$ cat config.mk
export PLATFORM = sky130hd
export DESIGN_NAME = disp_ram_loader
export DESIGN_NICKNAME = d
export VERILOG_FILES = /design/src/rtl/disp_ram_loader.sv
export SDC_FILE = /design/constraint.sdc
export NUM_CORES = 1
export LEC_CHECK = 0
export ABC_AREA = 1
export BUFFER_PORTS_ARGS = -buffer_cell sky130_fd_sc_hd__buf_2
export CORE_MARGIN = 2
export CORE_UTILIZATION = 61
export CTS_CLUSTER_SIZE = 24
export DETAILED_ROUTE_END_ITERATION = 7
export PLACE_DENSITY = 0.85
export SETUP_SLACK_MARGIN = 0.2
export SLEW_MARGIN = 20
export SYNTH_ARGS = -nofsm -noshare
export SYNTH_HDL_FRONTEND = slang
export SYNTH_SLANG_ARGS = --single-unit
$ cat constraint.sdc
create_clock -name clk -period 8.3 [get_ports clk]
set_input_delay 0.83 -clock clk [delete_from_list [all_inputs] [get_ports clk]]
set_output_delay 0.83 -clock clk [all_outputs]
set_load 0.02 [all_outputs]
$ cat src/rtl/disp_ram_loader.sv
module disp_ram_loader #(
  parameter int COLS = 160,
  parameter int AW   = 8
) (
  input  logic          clk,
  input  logic          rst_n,
  input  logic          byte_valid,
  input  logic [7:0]    byte_in,
  input  logic          ptr_load,
  input  logic [AW-1:0] ptr_value,
  input  logic          sub_load,
  input  logic [2:0]    sub_value,
  input  logic [1:0]    mode,
  input  logic          bank_sel,
  input  logic [1:0]    dev_addr,
  output logic          wr_en,
  output logic [AW-1:0] wr_addr,
  output logic [3:0]    wr_data,
  output logic [3:0]    wr_mask
);
  localparam logic [AW-1:0] LAST = AW'(COLS - 1);

  logic [AW-1:0] ptr;
  logic [2:0]    sub;
  logic [1:0]    row;
  logic [7:0]    sh;
  logic [3:0]    left;
  logic          busy;

  logic [2:0] gsz, avail, take;
  logic [3:0] raw_m, raw_d;
  logic       col_done, hi_bank;

  assign gsz      = {1'b0, mode} + 3'd1;
  assign avail    = gsz - {1'b0, row};
  assign take     = (left < {1'b0, avail}) ? left[2:0] : avail;
  assign col_done = ({1'b0, row} + take) == gsz;
  assign hi_bank  = bank_sel && !mode[1];

  always_comb begin
    raw_m = '0;
    raw_d = '0;
    for (int k = 0; k < 4; k++) begin
      if (k >= int'(row) && k < int'(row) + int'(take)) begin
        raw_m[k] = 1'b1;
        raw_d[k] = sh[7 - (k - int'(row))];
      end
    end
  end

  assign wr_en   = busy && (sub == {1'b0, dev_addr});
  assign wr_addr = ptr;
  assign wr_mask = wr_en ? (hi_bank ? {raw_m[1:0], 2'b00} : raw_m) : 4'b0000;
  assign wr_data = wr_en ? (hi_bank ? {raw_d[1:0], 2'b00} : raw_d) : 4'b0000;

  always_ff @(posedge clk or negedge rst_n) begin
    if (!rst_n) begin
      ptr  <= '0;
      sub  <= '0;
      row  <= '0;
      sh   <= '0;
      left <= '0;
      busy <= 1'b0;
    end else if (ptr_load || sub_load) begin
      if (ptr_load) ptr <= ptr_value;
      if (sub_load) sub <= sub_value;
      row  <= '0;
      busy <= 1'b0;
      left <= '0;
    end else if (busy) begin
      sh   <= sh << take;
      left <= left - {1'b0, take};
      busy <= left != {1'b0, take};
      if (col_done) begin
        row <= '0;
        if (ptr == LAST) begin
          ptr <= '0;
          sub <= sub + 3'd1;
        end else begin
          ptr <= ptr + AW'(1);
        end
      end else begin
        row <= row + take[1:0];
      end
    end else if (byte_valid) begin
      busy <= 1'b1;
      sh   <= byte_in;
      left <= 4'd8;
    end
  end
endmodule

==> key figures <==
STA
  • Slew @ Worst Pin: between 0.6 and 0.7 ns
  • Hold WS: ~0.52 ns
  • Final setup fails: 0
  • Slew margin rel.: 0.5786
  • RSZ-0062 raised after global routing: false
  • Fin Setup TNS: 0 ns
  • Clk_skew: slightly above 0.006 ns
  • Final-report max-slew violation count: 0
  • Final min period: 5.234 ns
  • Max frequency: 0.1910 GHz
  • Tcrit/Tclk final: 0.6306
  • Hold Vio Cnt, Final: 0

Drt
  • Final ANT Viol Nets: 0
  • Avg WL per Cell: about 13 um
  • Via count: 2611
  • Iter 0 DRT Violations: 260
  • Drc violations: 0
  • Total routed wirelength: 6177 um
  • Met3 wire length: 526 um
  • Via density: approximately 5.7
  • DRT Pass-1 Iters: 5
  • Top layer in use: met4
  • Met2 wire length: 2827 um
  • Met1 WL: around 2800 um

Die
  • Core Area: about 3700 um^2
  • Die W: slightly below 70 um
  • Rows: 22
  • Die span in y: about 67 um
  • Starting Density: 0.6521
  • IO Pins: 46
  • Die ar.: ~4500 um^2

Worst setup path
  • CP Data Arrival Time: roughly 4.4 ns
  • CP max FO: 7
  • Crit Path Category: primary input to primary output
  • CP Capture Type: primary output
  • Critical path startpoint category: primary input
  • Worst Path Required: between 7 and 8 ns

Clock tree
  • CTS Hold Bufs: 0
  • CTS tree: yes
  • Clock Latency Late Sink: between 0.2 and 0.3 ns
  • CTS buffer count: 3
  • Clk pin slew, worst setup/hold paths: around 0.10 ns
  • Max H-tree Level: 1
  • Clock Tree Root: clkbuf_8
  • CTS resizes: 0
  • Clock tree buffer depth: 2
  • # Post-CTS Setup Buffers: 0
  • Sink Count: 26

GRT
  • GRT Overall Usage: 0.2849
  • Total grt overflow: 0
  • Pin count of the biggest net entering global routing: 27
  • Vias in the first global route: between 2000 and 2500
  • Initial antenna violation count: 0
  • First-pass GRT wire length: between 9000 and 10000 um

Layout
  • Register area: approximately 650 um^2
  • Commonest non-fill, non-tap cell in the layout: nand2_1
  • Fraction of layout cells with a size suffix above 1: 0.1860
  • Area delta synth->final: 13.58%
  • Most frequent cells in the layout: nand2_1, buf_2, nand3_1
  • Fill cells: 325
  • Area of the multi-input gates: 1575 um^2
  • Net count, final: between 400 and 500
  • Antenna cells: 0

Power and ir drop
  • Sw Share: 0.3764
  • Int Power: 263.2 uW
  • Power Dens Cells: 152.2 nW/um^2
  • Static leakage: ~0.0015 uW
  • Sw Pwr: around 160 uW
  • VDD IR max: between 0.09 and 0.1 mV
  • Sequential Power Share: 0.389
  • Clock power share: 0.261
  • Comb pwr share: 0.350

Logic synthesis
  • YS warnings: 0
  • Post-Syn Area: 2441 um^2
  • Post-synth cell types: 39
  • Register area share after synthesis: 0.2665
  • Cell count after synthesis: 370
  • Flops & latches, synth: 26
  • Syn nets: between 400 and 500
  • Syn avg cell area: between 6 and 7 um^2

Place
  • Final HPWL from detailed placement: 4638 um
  • PortBufs: 45
  • RePlAce Congestion: between 0.9 and 1

Worst hold path
  • Worst min path class: flop to flop

Run status
  • Status: finished clean

Job
  • Total of max-cap violations: 0
-- worst max-delay path, stage by stage --
cell and delay, ns:
buf_2 0.13, ha_1 0.29, inv_1 0.07, fa_1 0.58
ha_1 0.25, o21ai_0 0.07, nand2_1 0.08, nand2_2 0.13
nand2_2 0.10, nand2_1 0.12, nand2_2 0.12, ha_1 0.23
fa_1 0.43, inv_1 0.09, nand2_2 0.07, a21oi_1 0.27
nand2_1 0.11, nand3b_1 0.12, nand2_1 0.06, nand2_1 0.07
nor2_1 0.03, buf_2 0.15
-- logic make-up after synthesis --
family	share of synthesized area
DFF	0.2665
and+or+nand+nor	0.4152
adders and majority gates	0.09124
AOI/OAI and AO/OA	0.1107
xor gates and xnor gates	0.02819
buffers and inverters	0.08816
-- metrics by stage --
stage	instance area [um^2]	util	power [uW]	setup slack [ns]	cells
CTS	2773	0.7406	420.1	3.085	462
global placement	2701	0.7216	309.1	3.257	458
finish	2773	0.7406	422.0	3.066	462
global route	2773	0.7406	448.7	2.849	462
detailed placement	2701	0.7216	311.6	3.131	458
floorplan	2441	-	270.9	3.592	370
-- worst paths after layout --
| kind | start | end | slack (ns) | depth (start not counted) |
|---|---|---|---|---|
| setup / recovery | mode[0] | wr_data[3] | 3.07 | 22 |
| hold / removal | sh[7]$_DFFE_PN0P_ | sh[7]$_DFFE_PN0P_ | 0.52 | 2 |
| setup reg to reg | row[0]$_DFFE_PN0P_ | wr_addr[2]$_DFFE_PN0P_ | 4.03 | 17 |
| hold reg to reg | sh[7]$_DFFE_PN0P_ | sh[7]$_DFFE_PN0P_ | 0.52 | 2 |
| max in group asynchronous | rst_n | wr_addr[5]$_DFFE_PN0P_ | 7.33 | 1 |
| min in group asynchronous | rst_n | sh[3]$_DFFE_PN0P_ | 0.55 | 1 |
-- flip-flops by register name, indices dropped and copies added, names as in the netlist --
register and flops:
sh 8, wr_addr 8, left 4, sub 3, row 2, busy 1
-- Yosys cell counts, drive strengths merged --
cell / n / area share
nand2: 110 / 0.18
inv: 46 / 0.072
nand3: 43 / 0.090
nor2: 37 / 0.061
dfrtp: 26 / 0.27
o21ai: 26 / 0.058
nand4: 16 / 0.044
a21oi: 14 / 0.029
ha: 13 / 0.067
or2: 5 / 0.013
xnor2: 4 / 0.014
a22oi: 3 / 0.0092
buf: 3 / 0.0087
clkbuf: 3 / 0.0046
fa: 3 / 0.025
nand3b: 3 / 0.0092
nor3: 3 / 0.0061
xor2: 3 / 0.014
clkinv: 2 / 0.0031
nor4: 2 / 0.0077
o22ai: 2 / 0.0051
a21boi: 1 / 0.0031
a31o: 1 / 0.0036
o211ai: 1 / 0.0031
-- layer usage --
layer	vias up	global-route usage
li1	1304	-
met1	1180	0.4049
met2	121	0.4604
met3	6	0.03500
met4	0	0.07398
met5	-	0
-- cell type report --
class | count | area share
clock buffer | 3 | 0.01489
clock inverter | 1 | 0.01083
inverter | 48 | 0.06588
multi-input combinational | 290 | 0.5681
sequential | 26 | 0.2347
tap | 48 | 0.02166
timing repair buffer | 46 | 0.08393
-- power groups by stage --
stage               Sequential, uW  Clock, uW  Combinational [uW]
floorplan                      168          0                 102
global placement               165          0                 144
CTS                            163        110                 147
global route                   167        114                 168
finish                         164        110                 148
detailed placement             166          0                 146
Power figures use the tool's default switching activity.
